File: src/rtl/da4_pkg.sv
package da4_pkg;

  // Fixed tap count of the distributed-arithmetic table.
  localparam int unsigned NUM_TAPS  = 4;
  localparam int unsigned TBL_DEPTH = 1 << NUM_TAPS;

  // Strobes from the sequencer to the datapath.
  typedef struct packed {
    logic clearAcc;   // accepted start: load weights, zero the accumulator
    logic stepEn;     // accumulate one weight bit slice
    logic lastSlice;  // current slice is the sign slice
    logic finalize;   // merge sum and carry words into the result
  } daStrobes_t;

endpackage

File: src/rtl/da4_subset_table.sv
module da4_subset_table
  import da4_pkg::*;
#(
  parameter int SAMPLE_W = 8,
  localparam int ENTRY_W = SAMPLE_W + 2
) (
  input  logic                clk,
  input  logic                rstN,
  input  logic                sampleValid,
  input  logic [SAMPLE_W-1:0] sampleIn,
  input  logic [NUM_TAPS-1:0] addr,
  output logic [ENTRY_W-1:0]  selVal
);

  localparam int HALF = TBL_DEPTH / 2;

  // Entry k holds the sum of the taps selected by the one-bits of k.
  logic [ENTRY_W-1:0] entry [TBL_DEPTH];
  logic [ENTRY_W-1:0] sampleExt;

  assign sampleExt = {{(ENTRY_W-SAMPLE_W){sampleIn[SAMPLE_W-1]}}, sampleIn};

  // After a shift the old tap j becomes tap j+1. An even entry 2m is then
  // old entry m, and an odd entry 2m+1 is the new sample plus old entry m.
  always_ff @(posedge clk or negedge rstN) begin
    if (!rstN) begin
      for (int k = 0; k < TBL_DEPTH; k++) entry[k] <= '0;
    end else if (sampleValid) begin
      entry[1] <= sampleExt;
      for (int m = 1; m < HALF; m++) begin
        entry[2*m]   <= entry[m];
        entry[2*m+1] <= sampleExt + entry[m];
      end
    end
  end

  // 16:1 selection; address zero reads as zero.
  always_comb begin
    selVal = '0;
    for (int k = 1; k < TBL_DEPTH; k++) begin
      if (addr == NUM_TAPS'(k)) selVal = entry[k];
    end
  end

  // the all-taps entry must equal the sum of the single-tap entries.
  p_subset_sum_r1: assert property (@(posedge clk) disable iff (!rstN)
    entry[TBL_DEPTH-1] == entry[1] + entry[2] + entry[4] + entry[8])
    else $error("table entries inconsistent");

endmodule

File: src/rtl/da4_ctrl.sv
module da4_ctrl
  import da4_pkg::*;
#(
  parameter int WEIGHT_W = 8
) (
  input  logic       clk,
  input  logic       rstN,
  input  logic       start,
  output daStrobes_t strobes,
  output logic       done
);

  localparam int CNT_W = (WEIGHT_W > 1) ? $clog2(WEIGHT_W) : 1;
  localparam logic [CNT_W-1:0] LAST_IDX = CNT_W'(WEIGHT_W - 1);

  logic             busy;
  logic [CNT_W-1:0] sliceIdx;
  logic             finPending;
  logic             accept;
  logic             isLast;

  assign accept = start && !busy;
  assign isLast = busy && (sliceIdx == LAST_IDX);

  always_ff @(posedge clk or negedge rstN) begin
    if (!rstN) begin
      busy       <= 1'b0;
      sliceIdx   <= '0;
      finPending <= 1'b0;
      done       <= 1'b0;
    end else begin
      done       <= finPending;
      finPending <= isLast;
      if (accept) begin
        busy     <= 1'b1;
        sliceIdx <= '0;
      end else if (busy) begin
        if (isLast) busy <= 1'b0;
        else        sliceIdx <= sliceIdx + 1'b1;
      end
    end
  end

  always_comb begin
    strobes.clearAcc  = accept;
    strobes.stepEn    = busy;
    strobes.lastSlice = isLast;
    strobes.finalize  = finPending;
  end

  // an idle start begins at slice zero.
  p_accept_r4: assert property (@(posedge clk) disable iff (!rstN)
    start && !busy |=> busy && (sliceIdx == '0))
    else $error("start not accepted");

  // mid-run slices advance by one regardless of start.
  p_busy_advance_r6: assert property (@(posedge clk) disable iff (!rstN)
    busy && !isLast |=> busy && (sliceIdx == $past(sliceIdx) + 1'b1))
    else $error("slice sequence disturbed");

  // done follows the end of the slice run.
  p_done_after_run_r4: assert property (@(posedge clk) disable iff (!rstN)
    $fell(busy) |=> done)
    else $error("done missing after run");

  // single-cycle done pulse.
  p_done_pulse_r5: assert property (@(posedge clk) disable iff (!rstN)
    done |=> !done)
    else $error("done held too long");

endmodule

File: src/rtl/da4_csa_datapath.sv
module da4_csa_datapath
  import da4_pkg::*;
#(
  parameter int SAMPLE_W = 8,
  parameter int WEIGHT_W = 8,
  localparam int ENTRY_W = SAMPLE_W + 2,
  localparam int RES_W   = SAMPLE_W + WEIGHT_W + 2
) (
  input  logic                               clk,
  input  logic                               rstN,
  input  daStrobes_t                         strobes,
  input  logic [NUM_TAPS-1:0][WEIGHT_W-1:0]  weightsIn,
  input  logic [ENTRY_W-1:0]                 selVal,
  output logic [NUM_TAPS-1:0]                sliceAddr,
  output logic [RES_W-1:0]                   result
);

  localparam int ACC_W  = ENTRY_W + 1;
  localparam int LOW_W  = WEIGHT_W - 1;
  localparam int FULL_W = ACC_W + 1 + LOW_W;
  localparam logic [ENTRY_W-1:0] SIGN_FLIP = ENTRY_W'(1) << (ENTRY_W - 1);
  // Offset removed at the end: each slice added 2^(ENTRY_W-1) at weight 2^l.
  localparam logic [FULL_W-1:0] OFFSET_FULL =
    FULL_W'((2 ** WEIGHT_W) - 1) << (ENTRY_W - 1);
  localparam logic [RES_W-1:0] OFFSET_RES = RES_W'(OFFSET_FULL);

  logic [NUM_TAPS-1:0][WEIGHT_W-1:0] wShift;
  logic [ACC_W-1:0]   sumW;
  logic [ACC_W-1:0]   carryW;
  logic [LOW_W-1:0]   lowBits;
  logic [ENTRY_W-1:0] qFlip;
  logic [ACC_W-1:0]   qExt;
  logic [ACC_W-1:0]   csSum;
  logic [ACC_W-2:0]   csMaj;
  logic [WEIGHT_W-1:0] lowCat;
  logic [ACC_W:0]     mergedHigh;
  logic [RES_W-1:0]   resVal;

  // Bit slice address: bit 0 of each shifting weight.
  for (genvar k = 0; k < NUM_TAPS; k++) begin : g_addr
    assign sliceAddr[k] = wShift[k][0];
  end

  always_ff @(posedge clk or negedge rstN) begin
    if (!rstN) begin
      wShift <= '0;
    end else if (strobes.clearAcc) begin
      wShift <= weightsIn;
    end else if (strobes.stepEn) begin
      for (int k = 0; k < NUM_TAPS; k++) wShift[k] <= wShift[k] >> 1;
    end
  end

  // Sign control inverts the sign slice. The sign-bit flip makes every
  // addend non-negative, so the right-shifted words never lose a carry.
  assign qFlip = selVal ^ {ENTRY_W{strobes.lastSlice}} ^ SIGN_FLIP;
  assign qExt  = {1'b0, qFlip};
  assign csSum = sumW ^ carryW ^ qExt;
  assign csMaj = (sumW[ACC_W-2:0] & carryW[ACC_W-2:0])
               | (sumW[ACC_W-2:0] & qExt[ACC_W-2:0])
               | (carryW[ACC_W-2:0] & qExt[ACC_W-2:0]);
  assign lowCat = {csSum[0], lowBits};

  always_ff @(posedge clk or negedge rstN) begin
    if (!rstN) begin
      sumW    <= '0;
      carryW  <= '0;
      lowBits <= '0;
    end else if (strobes.clearAcc) begin
      sumW    <= '0;
      carryW  <= '0;
      lowBits <= '0;
    end else if (strobes.stepEn) begin
      if (strobes.lastSlice) begin
        sumW   <= csSum;
        carryW <= {csMaj, 1'b0};
      end else begin
        // Bit 0 of the carry word is zero, so csSum[0] is a final bit.
        sumW    <= csSum >> 1;
        carryW  <= {1'b0, csMaj};
        lowBits <= lowCat[WEIGHT_W-1:1];
      end
    end
  end

  // Final merge with carry-in one completes the sign-slice negation.
  assign mergedHigh = {1'b0, sumW} + {1'b0, carryW} + (ACC_W+1)'(1);
  assign resVal     = RES_W'({mergedHigh, lowBits}) - OFFSET_RES;

  always_ff @(posedge clk or negedge rstN) begin
    if (!rstN)                 result <= '0;
    else if (strobes.finalize) result <= resVal;
  end

  // result only moves on a merge.
  p_result_hold_r8: assert property (@(posedge clk) disable iff (!rstN)
    !strobes.finalize |=> $stable(result))
    else $error("result changed outside merge");

endmodule

File: src/rtl/da4_dot_product.sv
module da4_dot_product
  import da4_pkg::*;
#(
  parameter int SAMPLE_W = 8,
  parameter int WEIGHT_W = 8
) (
  input  logic                             clk,
  input  logic                             rstN,
  input  logic                             sampleValid,
  input  logic [SAMPLE_W-1:0]              sampleIn,
  input  logic [WEIGHT_W-1:0]              weight0,
  input  logic [WEIGHT_W-1:0]              weight1,
  input  logic [WEIGHT_W-1:0]              weight2,
  input  logic [WEIGHT_W-1:0]              weight3,
  input  logic                             start,
  output logic [SAMPLE_W+WEIGHT_W+1:0]     result,
  output logic                             done
);

  localparam int ENTRY_W = SAMPLE_W + 2;

  daStrobes_t                        strobes;
  logic [NUM_TAPS-1:0]               sliceAddr;
  logic [ENTRY_W-1:0]                selVal;
  logic [NUM_TAPS-1:0][WEIGHT_W-1:0] weightsPacked;

  assign weightsPacked = {weight3, weight2, weight1, weight0};

  da4_ctrl #(.WEIGHT_W(WEIGHT_W)) ctrl_i (
    .clk     (clk),
    .rstN    (rstN),
    .start   (start),
    .strobes (strobes),
    .done    (done)
  );

  da4_subset_table #(.SAMPLE_W(SAMPLE_W)) table_i (
    .clk         (clk),
    .rstN        (rstN),
    .sampleValid (sampleValid),
    .sampleIn    (sampleIn),
    .addr        (sliceAddr),
    .selVal      (selVal)
  );

  da4_csa_datapath #(.SAMPLE_W(SAMPLE_W), .WEIGHT_W(WEIGHT_W)) dp_i (
    .clk       (clk),
    .rstN      (rstN),
    .strobes   (strobes),
    .weightsIn (weightsPacked),
    .selVal    (selVal),
    .sliceAddr (sliceAddr),
    .result    (result)
  );

endmodule

File: config.mk
export PLATFORM = sky130hd
export DESIGN_NAME = da4_dot_product
export DESIGN_NICKNAME = d
export VERILOG_FILES = /design/src/rtl/da4_pkg.sv /design/src/rtl/da4_subset_table.sv /design/src/rtl/da4_ctrl.sv /design/src/rtl/da4_csa_datapath.sv /design/src/rtl/da4_dot_product.sv
export SDC_FILE = /design/constraint.sdc
export NUM_CORES = 1
export LEC_CHECK = 0
export ABC_AREA = 1
export BUFFER_PORTS_ARGS = -buffer_cell sky130_fd_sc_hd__buf_2
export CAP_MARGIN = 20
export CORE_ASPECT_RATIO = 1.2
export CORE_UTILIZATION = 25
export DETAILED_ROUTE_END_ITERATION = 7
export PLACE_DENSITY_LB_ADDON = 0.2
export SYNTH_ARGS = -nofsm -noshare
export SYNTH_HDL_FRONTEND = slang
export SYNTH_HIERARCHICAL = 1
export SYNTH_SLANG_ARGS = --single-unit
File: constraint.sdc
create_clock -name clk -period 2.3 [get_ports clk]
set_input_delay 0.115 -clock clk [delete_from_list [all_inputs] [get_ports clk]]
set_output_delay 0.115 -clock clk [all_outputs]
set_load 0.1 [all_outputs]
### Word level (Yosys, flattened, before mapping)

Cells that the tools add are included.

* add/sub/neg operators: 11
* $mul: 0
* div/mod/pow operators: 0
* order comparisons: 0
* equality and inequality tests: 17
* shift operators: 0
* multiplexer cells: 32
* bitwise logic cells: 9
* reduce and logical (&&, ||, !) cells: 5

Operators by type and width (number)
* $mux W10: 15
* $mux W11: 6
* $mux W32: 2
* $add A10 B10 Y10: 4
* $eq A4 B4 Y1 const B: 8
* $and A10 B10 Y10: 3
* $add A8 B8 Y9: 3
* $mux W7: 3
* $or A10 B10 Y10: 2
* $sub A18 B17 Y18 const B: 1
* $eq A4 B3 Y1 const B: 4
* $add A11 B1 Y11 const B: 1
* $add A11 B11 Y11: 1
* $xor A11 B10 Y11: 1
* $xor A11 B11 Y11: 1
* $xor A10 B10 Y10: 1
* $mux W3: 3
* $eq A4 B2 Y1 const B: 2
* $eq A4 B1 Y1 const B: 1
* $add A3 B1 Y3 const B: 1
* $eq A3 B3 Y1 const B: 1
* $mux W1: 3
* $logic_and A1 B1 Y1: 2
* $ne A2 B1 Y1 const B: 1
* other kinds (4): 4

* register bits after elaboration: 227
* bits in latches: 0
* RAM bits: 0
* ROM bits: 0
* bits of input ports: 44
* output and inout bits: 19
* memories: 0

### Logic depth before layout (Yosys ltp)

Gate-level depths: netlist (run 1).

* word-level depth: 24
* depth in mapped cells: 17
* depth with buffers taken out: 16

### Modules after synthesis

Netlist (run 1), hierarchy kept.

By module, submodules not included
* da4_subset_table: times used 1, cells each 1118, area an instance 8408.1 um^2, seq. area each 3403.3 um^2
* da4_csa_datapath: times used 1, cells each 516, area an instance 4360.4 um^2, seq. area each 1976.9 um^2
* da4_ctrl: times used 1, cells each 31, area an instance 285.3 um^2, seq. area each 150.1 um^2

### Least setup slack after synthesis (run 1)

OpenSTA, ideal clock, no wires.

* path type: flip-flop to flip-flop
* from: reg dp_i.wShift, in the netlist dp_i/sliceAddr[2]
* to: reg dp_i.sumW[8]
* setup time: 0.138 ns
* arrival time: 2.312 ns
* required time: 2.162 ns
* setup slack: -0.150 ns
* cell stages (with the launch flop): 16
* buffers on the path: 1
* clock period less this slack: 2.450 ns
* cells stage by stage: dfrtp_1 buf_4 inv_1 nand2_1 nor2_2 inv_2 or2_1 o21ai_0 inv_1 nand2_1 nand4_1 nand2_1 nand3_1 xnor2_1 fa_1 o221ai_1

RTL lines
* from (decl): line da4_csa_datapath.sv:27 `logic [NUM_TAPS-1:0][WEIGHT_W-1:0] wShift;`
* from (signal assigned): line da4_csa_datapath.sv:48 `wShift <= weightsIn;`
* $eq A4 B1 Y1: line da4_subset_table.sv:41 `if (addr == NUM_TAPS'(k)) selVal = entry[k];`
* $mux W10 (14 in series): line da4_subset_table.sv:41
* $mux W10 (*): line da4_subset_table.sv:41
* via selVal[8]: line da4_dot_product.sv:24 `logic [ENTRY_W-1:0] selVal;`
* $xor A10 B10 Y10 (*): line da4_csa_datapath.sv:56 `assign qFlip = selVal ^ {ENTRY_W{strobes.lastSlice}} ^ SIGN_FLIP;`
* $xor A11 B10 Y11 (*): line da4_csa_datapath.sv:58 `assign csSum = sumW ^ carryW ^ qExt;`
* $mux W11 (*): line da4_csa_datapath.sv:74 `if (strobes.lastSlice) begin`
* $mux W11 (*): line da4_csa_datapath.sv:73 `end else if (strobes.stepEn) begin`
* $mux W11 (*): line da4_csa_datapath.sv:69 `end else if (strobes.clearAcc) begin`
* to (signal assigned): line da4_csa_datapath.sv:75 `sumW <= csSum;`
* to (signal assigned): line da4_csa_datapath.sv:79 `sumW <= csSum >> 1;`
* to (decl): line da4_csa_datapath.sv:28 `logic [ACC_W-1:0] sumW;`

The timed path passes the listed nets; every way through them passes the cells marked *. The select of a mux whose other input is x is not followed.
A chain may end at the register's enable or synchronous reset.

### Worst setup path in the final report (run 1)

* from: reg dp_i.wShift, in the netlist dp_i/sliceAddr[3]
* to: reg dp_i.sumW[1]

Same word-level chain as after synthesis.

==> metrics.txt, run 1 <==
DIE AREA=roughly 53000 µm²; final instance count without filler cells=between 2000 and 3000; Worst Hold Class=in2reg; Crit path buffers/inverters=4; Std-Cell Rows=91; placer's final routability congestion estimate=0.866; post-route setup TNS=-5.17 ns; worst skew pair latency=roughly 0.55 ns; CP max stage delay=~0.54 ns; largest net degree at the start of global routing=~120; worst vdd ir=about 0.68 mV; synth top area cells=dfrtp_1 (42%), nand2_1 (16%), ha_1 (7.0%), inv_1 (5.4%), o21ai_0 (4.7%); Post-Place Cell Area=around 15000 µm²; CP top delay family=simple AND/OR/NAND/NOR gates; PD cells=1240 nW/µm²; Ys Warns=6; Startpoint Class=flip-flop; critical path class=reg2reg; GR Overflow Total=0; Yosys reg bits=221; Port Buf Inserts=62; Final Util=0.328; antenna-violating nets left=0; width of the die=roughly 210 µm; global-route wire length before repair=approximately 67000 µm; Post-synth EDFFs=0; DRT Wirelength=42500 µm; Least-Margin Pin Slew=0.683 ns; final cycle utilization of the critical path=1.15; status=complete, but fails checks; Design Area, Final=16900 µm²; Placed Cells incl. Taps=between 2000 and 2500; Reg clk slew, reported paths=0.06 ns; mapped cell area=between 10000 and 15000 µm²; register area share after synthesis=0.424; layout cell share with drive strength beyond 1=0.184; wire length per cell=16.4 µm; dominant synthesized flop cell=dfrtp_1; IO Pins=63; crit path max fanout=5; Antenna Cells=0; Synth top area share=0.424; arrival time worst endpoint=3.06 ns; nets@finish=between 2000 and 2500; Setup WS post-layout=-0.335 ns; Clock Tree Root=clkbuf_16; Slowest cell on crit path=fa_2; antenna violations before repair=0; failing checks=negative setup slack; core area=approximately 51000 µm²; Final Max Slew Viols=0; 1st-iter DRT viols=roughly 640; effective utilization at floorplan=0.254; Avg Vias per Cell=4.50; Post-DP HPWL=approximately 32000 µm; Inserted Clock Buffers=29; Fin Clk Skew=about 0.008 ns; Vias=roughly 12000; RSZ-0062 raised after global routing=true; Tmin final=~2.6 ns; syn avg cell area=roughly 7.8 µm²; Synth Instances=1665; Async S/R FF share, synth=1.00; die height=approximately 250 µm; Setup violations, final=22; Max Fclk=380 MHz; DRT Pass-1 Iters=7; Crit. End Element=flip-flop; leakage=~0.0082 µW; GRT Resource Usage Total=0.162; Synth Net Count=1800; CTS Buffer Depth=3; Netlist cell types=44; max-cap violations=0; crit-path cells=buf_6 -> nor2_4 -> inv_4 -> nor2_4 -> buf_6 -> buf_4 -> nand2_1 -> nand2_1 -> nand4_1 -> nand2_1 -> nand4_1 -> nand2_1 -> nand3_2 -> xnor2_1 -> fa_2 -> nand2_1 -> o21ai_1 -> o22ai_1; CTS tree=done; Worst EP required=approximately 2.7 ns; Synth area leader=dfrtp_1; Max-slew headroom=0.544; vias in the first global route=about 12000; final hold violation count=0; PnR Total Power=21000 µW; DRC=0; Layout area overhead=29.4%; CTS sink count=~220; H-tree levels=1; most frequent CP cell=nand2_1
## placed cells by master (no fill, tap or decap), types with 38 or more instances in the layout
master and count:
nor2_1 47, o21ai_0 112, buf_4 118, nand4_1 38, nand3_1 75, nand2_1 547, inv_1 184, dlygate4sd3_1 40
dfrtp_1 215, buf_2 60, ha_1 69, a21oi_1 66
## kinds of logic (layout without fill, tap and decap cells)
family                     Yosys count  after routing  synth area share
AOI/OAI and AO/OA                  285            285             0.128
adders and majority gates           91             91            0.0976
and+or+nand+nor                    781            782             0.253
xor gates and xnor gates            29             29            0.0200
buffers and inverters              258            484            0.0778
DFF                                221            221             0.424
## synthesized netlist by cell type, drive strengths merged (19+ instances only)
cell type and number:
nand2 564, o22ai 19, o221ai 25, ha 73
a21oi 69, nand3 88, o21ai 123, buf 21
dfrtp 221, nor2 60, nand4 38, inv 194
clkbuf 42
## path summary, 6_finish.rpt
check	slack, ns	to	cells past startpoint	startpoint
hold / removal	0.04	table_i/entry[141]	4	sampleIn[1]
max in group asynchronous	1.44	table_i/entry[146]	3	rstN
min in group asynchronous	0.07	dp_i/result[14]	2	rstN
setup reg to reg	-0.33	dp_i/sumW[1]	18	dp_i/sliceAddr[3]
setup / recovery	-0.33	dp_i/sumW[1]	18	dp_i/sliceAddr[3]
hold reg to reg	0.46	dp_i/result[6]	2	dp_i/result[6]
## area by class of cell
cell class / count / area, µm²
Clock buffer: 38 / 820
Fill cell: 5530 / 34600
Timing Repair Buffer: 237 / 1920
Inverter: 195 / 752
Tap cell: 697 / 872
Clock inverter: 14 / 223
Multi-Input combinational cell: 1187 / 6770
Sequential cell: 221 / 5540
## report_power, final
group          internal, µW  switching [µW]  total (µW)
Clock                  3150            1770        4930
Combinational          3860            6430       10300
Sequential             5040             752        5800
Total                 12100            8950       21000
## through the flow
stage                     hold slack, ns  worst slack (ns)
after detailed placement          0.0687            -0.673
after CTS                         0.0299            -0.343
after global placement            0.0750            -0.626
after floorplan                   -0.181           -0.0323
final                             0.0412            -0.335
after global routing              0.0770            -0.511
## metal layers
| metal | GRT usage | wire length (µm) | part of all wire |
|---|---|---|---|
| met5 | 0 | 0 | 0 |
| met4 | 0.0383 | 838 | 0.020 |
| met3 | 0.0183 | 1430 | 0.034 |
| met2 | 0.293 | 21400 | 0.50 |
| met1 | 0.204 | 18800 | 0.44 |
## timing repair
| action | in CTS | in global routing |
|---|---|---|
| gates cloned | 1 | 0 |
| pin swaps | 31 | 13 |
| hold buffers | 40 | 0 |
| endpoints found under the setup margin | 24 | 35 |
| buffers inserted | 8 | 5 |
| hold endpoints to repair | 271 | 0 |
| resized for setup | 49 | 23 |
## state kept, by name, indices dropped and copies added, names as in the netlist
register,count
ctrl_i/busy,1
ctrl_i/done,1
ctrl_i/finPending,1
ctrl_i/sliceIdx,3
dp_i/carryW,11
dp_i/lowBits,7
dp_i/result,18
dp_i/sliceAddr,4
dp_i/sumW,11
dp_i/wShift,28
table_i/entry,136
## worst reg2reg max path, stage by stage, from the launching register on
cell and delay, ns:
dfrtp_2 0.42, buf_6 0.14, nor2_4 0.13, inv_4 0.07, nor2_4 0.11, buf_6 0.14
buf_4 0.11, nand2_1 0.04, nand2_1 0.06, nand4_1 0.07, nand2_1 0.07, nand4_1 0.08
nand2_1 0.08, nand3_2 0.09, xnor2_1 0.16, fa_2 0.54, nand2_1 0.05, o21ai_1 0.07
o22ai_1 0.09
No activity file was read; power rests on OpenSTA's default activity.
==> inputs of run 2 (changes only) <==
- BUFFER_PORTS_ARGS: -buffer_cell sky130_fd_sc_hd__buf_2 -> -buffer_cell sky130_fd_sc_hd__buf_4
==> run 2 against run 1 <==
Effect of this change:
- the run still ends with negative setup slack left
- first-iteration DRC count fell by 0.78%
- sequential power barely moved
- highest routed layer unchanged
- via count down 0.17%
- count of clock-buffer cells in the layout rose by 4
- global-route usage is 0.68 points lower
- clock power fell by 13%
==> metrics.txt, run 2 (synthesis gave the netlist of run 1 again) <==
Register Area=5540 µm² (unchanged); final instance count without filler cells=2588 (-0.039%); most frequent cells in the layout=nand2_1 (541), dfrtp_1 (215), inv_1 (183); Tmin final=2.75 ns (+0.111 ns); max-cap violations=0 (unchanged); crit path max fanout=4 (-1); Vias=11626 (-0.17%); critical path class=reg2reg; effective utilization at floorplan=0.254 (unchanged); Avg Vias per Cell=4.49 (-0.13%); 1st-iter DRT viols=634 (-0.78%); CP max stage delay=0.57 ns (+0.03 ns); width of the die=211 µm (unchanged); Worst EP required=2.71 ns (-0.02 ns); global-route wire length before repair=64500 µm (-3.8%); GR Overflow Total=0 (unchanged); die height=252 µm (unchanged); post-route setup TNS=-6.27 ns (-1.10 ns); Least-Margin Pin Slew=0.642 ns (-0.0406 ns); Slowest cell on crit path=fa_2; final cycle utilization of the critical path=1.19 (+0.0483); layout cell share with drive strength beyond 1=0.188 (+0.00337); status=complete, but fails checks; DRT Pass-1 Iters=6 (-1); commonest non-fill, non-tap cell in the layout=nand2_1; Setup WS post-layout=-0.446 ns (-0.111 ns); antenna violations before repair=0 (unchanged); nets@finish=2004 (-0.10%); wire length per cell=15.7 µm (-4.2%); leakage=0.00822 µW (-0.35%); Max Fclk=364 MHz (-4.0%); largest registers=table_i/entry: 136 flops, dp_i/wShift: 28 flops, dp_i/result: 18 flops; Layout area overhead=29.8%; antenna-violating nets left=0 (unchanged); crit-path cells=inv_4 -> nor2_4 -> inv_2 -> nor2_4 -> buf_6 -> buf_6 -> nand2_4 -> nand2_2 -> nand4_1 -> nand2_1 -> nand4_1 -> nand2_2 -> nand3_4 -> xnor2_2 -> fa_2 -> o221ai_1; PnR Total Power=20600 µW (-1.9%); Startpoint Class=flip-flop; IO Pins=63 (unchanged); Fin Clk Skew=0.0181 ns (+0.00997 ns); worst vdd ir=0.691 mV (+1.5%); Worst Hold Class=in2reg; multi-input logic area=6830 µm² (+0.91%); pre-CTS setup slack=-0.488 ns (+0.185 ns); RSZ-0062 raised after global routing=true; DRT Wirelength=40700 µm (-4.2%); Crit. End Element=flip-flop; DRC=0 (unchanged); Final Max Slew Viols=0 (unchanged); Std-Cell Rows=91 (unchanged); Clock Tree Root=clkbuf_16; largest net degree at the start of global routing=123 (unchanged); Placed Cells incl. Taps=2480 (-0.20%); CTS Buffer Depth=3 (unchanged); CTS sink count=221 (unchanged); Port Buf Inserts=62 (unchanged); final hold violation count=0 (unchanged); Post-DP HPWL=30200 µm (-4.4%); Inserted Clock Buffers=29 (unchanged); Max-slew headroom=0.571 (+0.0271); Setup violations, final=22 (unchanged); # fillers=5527 (-0.054%); arrival time worst endpoint=3.15 ns (+0.09 ns); Largest register FFs=136 (unchanged); worst skew pair latency=0.56 ns (about the same); PD cells=1220 nW/µm² (-2.2%); vias in the first global route=11564 (-2.3%); failing checks=negative setup slack; CTS tree=done; GRT Resource Usage Total=0.155 (-0.00677); placer's final routability congestion estimate=0.867 (+0.14%); Largest Register=table_i/entry; Reg clk slew, reported paths=0.06 ns (about the same); DIE AREA=53100 µm² (unchanged); core area=51500 µm² (unchanged); H-tree levels=1 (unchanged)
==> run 2: changes by cell type in the layout (fill, tap and decap cells not counted), moves of 4 or more <==
cell | before | now
o21ai_1 | 9 | 13
buf_2 | 60 | 0
nand2_1 | 547 | 541
buf_4 | 118 | 176
nand2_2 | 15 | 19
bufinv_16 | 6 | 0
o21ai_0 | 112 | 107
==> run 2: layer usage <==
layer,vias to the layer above,part of all wire,global-route usage
met3,56,0.041,0.0171
met1,5443,0.45,0.201
met5,-,0,0
met2,233,0.49,0.270
met4,0,0.023,0.0420
li1,5894,-,-
==> run 2: metrics by stage <==
step	area [µm²]	util	hold slack, ns
3_3_place_gp	15200	0.296	0.137
6_report	16900	0.329	0.0190
4_1_cts	16700	0.325	0.0126
2_1_floorplan	13100	-	-0.181
3_5_place_dp	15200	0.296	0.129
5_1_grt	16900	0.329	0.0346
==> run 2: layout make-up <==
type	instances	share of cell area
multi-input combinational	1186	0.403
sequential	221	0.327
timing repair buffer	236	0.120
tap	697	0.0515
clock buffer	42	0.0499
inverter	195	0.0445
clock inverter	10	0.00347
antenna	1	0.000148
==> run 2: repair_timing <==
action	in CTS	in global routing
endpoints found under the setup margin	24	32
pin swaps	31	29
hold buffers	42	0
resized for setup	40	52
gates cloned	0	0
setup buffers	11	5
hold endpoints to repair	159	0
==> run 2: critical path, delay by kind of cell, from the launching register on <==
kind                     cells  cell delay, ns
flip-flops                   1            0.46
buffers and inverters        4            0.39
XOR/XNOR                     1            0.15
AO/OA/AOI/OAI                1            0.11
AND/OR/NAND/NOR              9            0.92
adder cells (fa/ha/maj)      1            0.57
==> run 2: worst paths after layout <==
kind / from / to / slack, ns / cells past startpoint
max: dp_i/sliceAddr[2] / dp_i/sumW[6] / -0.45 / 16
min: sampleValid / table_i/entry[110] / 0.02 / 4
max reg2reg: dp_i/sliceAddr[2] / dp_i/sumW[6] / -0.45 / 16
min reg2reg: table_i/entry[17] / table_i/entry[17] / 0.47 / 2
max in group asynchronous: rstN / table_i/entry[65] / 1.48 / 3
min in group asynchronous: rstN / dp_i/result[15] / 0.12 / 2
==> run 2: power breakdown <==
part	internal [µW]	switching, µW	total [µW]	leakage, µW
combinational	4030	6500	10500	0.00501
sequential	5040	757	5800	0.00275
clock	2530	1760	4290	0.000447
==> inputs of run 3 (changes only) <==
- SETUP_SLACK_MARGIN: not set -> 0.1
==> run 3 against run 2 <==
Effect of this change:
- the run still ends with negative setup slack left
- power increased by 1.9%
- clock skew fell by 0.0082 ns
- combinational power about the same
- routed wire length grew 5.4%
- count of clock-buffer cells in the layout grew 1
- setup slack better by 0.086 ns
- critical path depth did not move
- via count rose by 2.6%
- sequential power is essentially flat
- core utilization is 0.33 points higher
- cell count increased by 0.23%
==> metrics.txt, run 3 (synthesis gave the netlist of run 1 again) <==
GRT Resource Usage Total=0.163 (+0.00834); WHS=0.0638 ns (+0.0448 ns); R2R setup slack=-0.36 ns (+0.09 ns); PD cells=1230 nW/µm² (+0.84%); Setup violations, final=22 (unchanged); Placed Cells incl. Taps=2478 (-0.081%); core area=51500 µm² (unchanged); vias in the first global route=12399 (+7.2%); leakage=0.00823 µW (+0.19%); IO Pins=63 (unchanged); final instance count without filler cells=2594 (+0.23%); Reg-to-Reg End=dp_i/sumW[6]; Port Buf Inserts=62 (unchanged); Vias=11932 (+2.6%); min-delay src=sampleIn[7]; largest net degree at the start of global routing=123 (unchanged); wire length per cell=16.5 µm (+5.1%); RSZ-0062 raised after global routing=true; final hold violation count=0 (unchanged); CTS tree=done; Tmin final=2.66 ns (-0.0860 ns); critical path class=reg2reg; DRT Pass-1 Iters=6 (unchanged); PnR Total Power=21000 µW (+1.9%); antenna violations before repair=1 (+1); DIE AREA=53100 µm² (unchanged); antenna-violating nets left=0 (unchanged); Max-slew headroom=0.563 (-0.00836); global-route wire length before repair=67800 µm (+5.1%); die height=252 µm (unchanged); post-route setup TNS=-5.91 ns (+0.360 ns); Startpoint Class=flip-flop; GR Overflow Total=0 (unchanged); max-cap violations=0 (unchanged); Clock Tree Root=clkbuf_16; Layout area overhead=31.1%; # fillers=5550 (+0.42%); layout cell share with drive strength beyond 1=0.199 (+0.0114); Reg clk slew, reported paths=0.06 ns (about the same); Design Area, Final=17100 µm² (+1.0%); most frequent cells in the layout=nand2_1 (540), dfrtp_1 (215), buf_4 (182); Post-Place Cell Area=15200 µm² (-0.16%); Setup WS post-layout=-0.360 ns (+0.0860 ns); CTS sink count=221 (unchanged); Hold Path End=table_i/entry[147]; crit path max fanout=5 (+1); placer's final routability congestion estimate=0.885 (+2.1%); R2R depth=16 (unchanged); nets@finish=2011 (+0.35%); worst skew pair latency=0.56 ns (about the same); largest registers=table_i/entry: 136 flops, dp_i/wShift: 28 flops, dp_i/result: 18 flops; final cycle utilization of the critical path=1.16 (-0.0374); commonest non-fill, non-tap cell in the layout=nand2_1; Crit. End Element=flip-flop; Largest Register=table_i/entry; width of the die=211 µm (unchanged); Final Max Slew Viols=0 (unchanged); H-tree levels=1 (unchanged); Fin Clk Skew=0.00991 ns (-0.00822 ns); Worst Hold Class=in2reg; Worst EP required=2.72 ns (about the same); effective utilization at floorplan=0.254 (unchanged); DRT Wirelength=42800 µm (+5.4%); worst r2r src=dp_i/sliceAddr[2]; Std-Cell Rows=91 (unchanged); DRC=0 (unchanged); Antenna Cells=0 (-1); Avg Vias per Cell=4.60 (+2.4%); CTS Buffer Depth=3 (unchanged); Max Fclk=376 MHz (+3.2%); Inserted Clock Buffers=29 (unchanged); status=complete, but fails checks; hold depth=4 (unchanged); Least-Margin Pin Slew=0.655 ns (+0.0125 ns); Post-DP HPWL=31800 µm (+5.3%); Largest register FFs=136 (unchanged); worst vdd ir=0.666 mV (-3.6%); 1st-iter DRT viols=785 (+24%); failing checks=negative setup slack; arrival time worst endpoint=3.08 ns (-0.07 ns)
==> run 3: cell count changes in the layout (fill, tap and decap cells not counted), sizes merged <==
cell         change
clkbuf           +1
diode            -1
bufinv           +3
clkinv           -1
buf              +5
dlygate4sd3      +1
inv              -2
clkinvlp         -1
nor2             +1
==> run 3: worst max-delay path by stage <==
stage                       from         endpoint  slack (ns)  depth (start not counted)
2_1_floorplan  dp_i/sliceAddr[2]     dp_i/sumW[0]       -0.02                         17
4_1_cts        dp_i/sliceAddr[0]     dp_i/sumW[9]       -0.33                         15
5_1_grt        dp_i/sliceAddr[0]     dp_i/sumW[0]       -0.59                         16
3_5_place_dp   dp_i/sliceAddr[2]     dp_i/sumW[0]       -0.64                         14
6_report       dp_i/sliceAddr[2]     dp_i/sumW[6]       -0.36                         16
3_3_place_gp   dp_i/sliceAddr[2]  dp_i/lowBits[6]       -0.55                         14
==> run 3: where the power goes <==
| group | internal, µW | switching [µW] | leakage [µW] |
|---|---|---|---|
| combinational | 3950 | 6550 | 0.00499 |
| clock | 2890 | 1780 | 0.000488 |
| sequential | 5040 | 776 | 0.00276 |
| total | 11900 | 9110 | 0.00823 |
==> run 3: metrics by stage <==
step,utilization,setup slack [ns]
2_1_floorplan,-,-0.0232
3_3_place_gp,0.295,-0.549
3_5_place_dp,0.295,-0.636
4_1_cts,0.326,-0.330
5_1_grt,0.332,-0.594
6_report,0.332,-0.360
==> run 3: critical path, cell delays in order (launching register included) <==
cell and delay, ns:
dfrtp_2 0.48, inv_4 0.10, nor2_4 0.05, inv_2 0.07, buf_4 0.12, nor2_4 0.04
buf_12 0.12, buf_4 0.13, nand2_2 0.05, nand4_1 0.08, nand2_1 0.07, nand4_1 0.16
nand2_2 0.13, nand3_2 0.08, xnor2_2 0.15, fa_2 0.56, o221ai_1 0.11
==> run 3: area by class of cell <==
cell class              instances  area [µm²]  share of cell area
multi-input cells            1187        6860               0.401
flip-flops and latches        221        5540               0.324
repair buffers                242        2110               0.123
well taps                     697         872              0.0510
clock buffers                  43         858              0.0502
inverters                     195         757              0.0442
clock inverters                 9         120             0.00702
==> run 3: layer usage <==
metal | part of all wire | GRT usage | up-vias
li1 | - | - | 5888
met1 | 0.43 | 0.200 | 5740
met2 | 0.49 | 0.289 | 228
met3 | 0.035 | 0.0209 | 74
met4 | 0.037 | 0.0625 | 2
met5 | 0.00021 | 0 | -
==> run 3: what timing repair did <==
item,4_1_cts,5_1_grt
endpoints found under the setup margin,39,47
resized for setup,27,78
cloned,0,1
pin swaps,9,29
buffers inserted,8,12
hold endpoints to repair,273,0
hold buffers,43,0
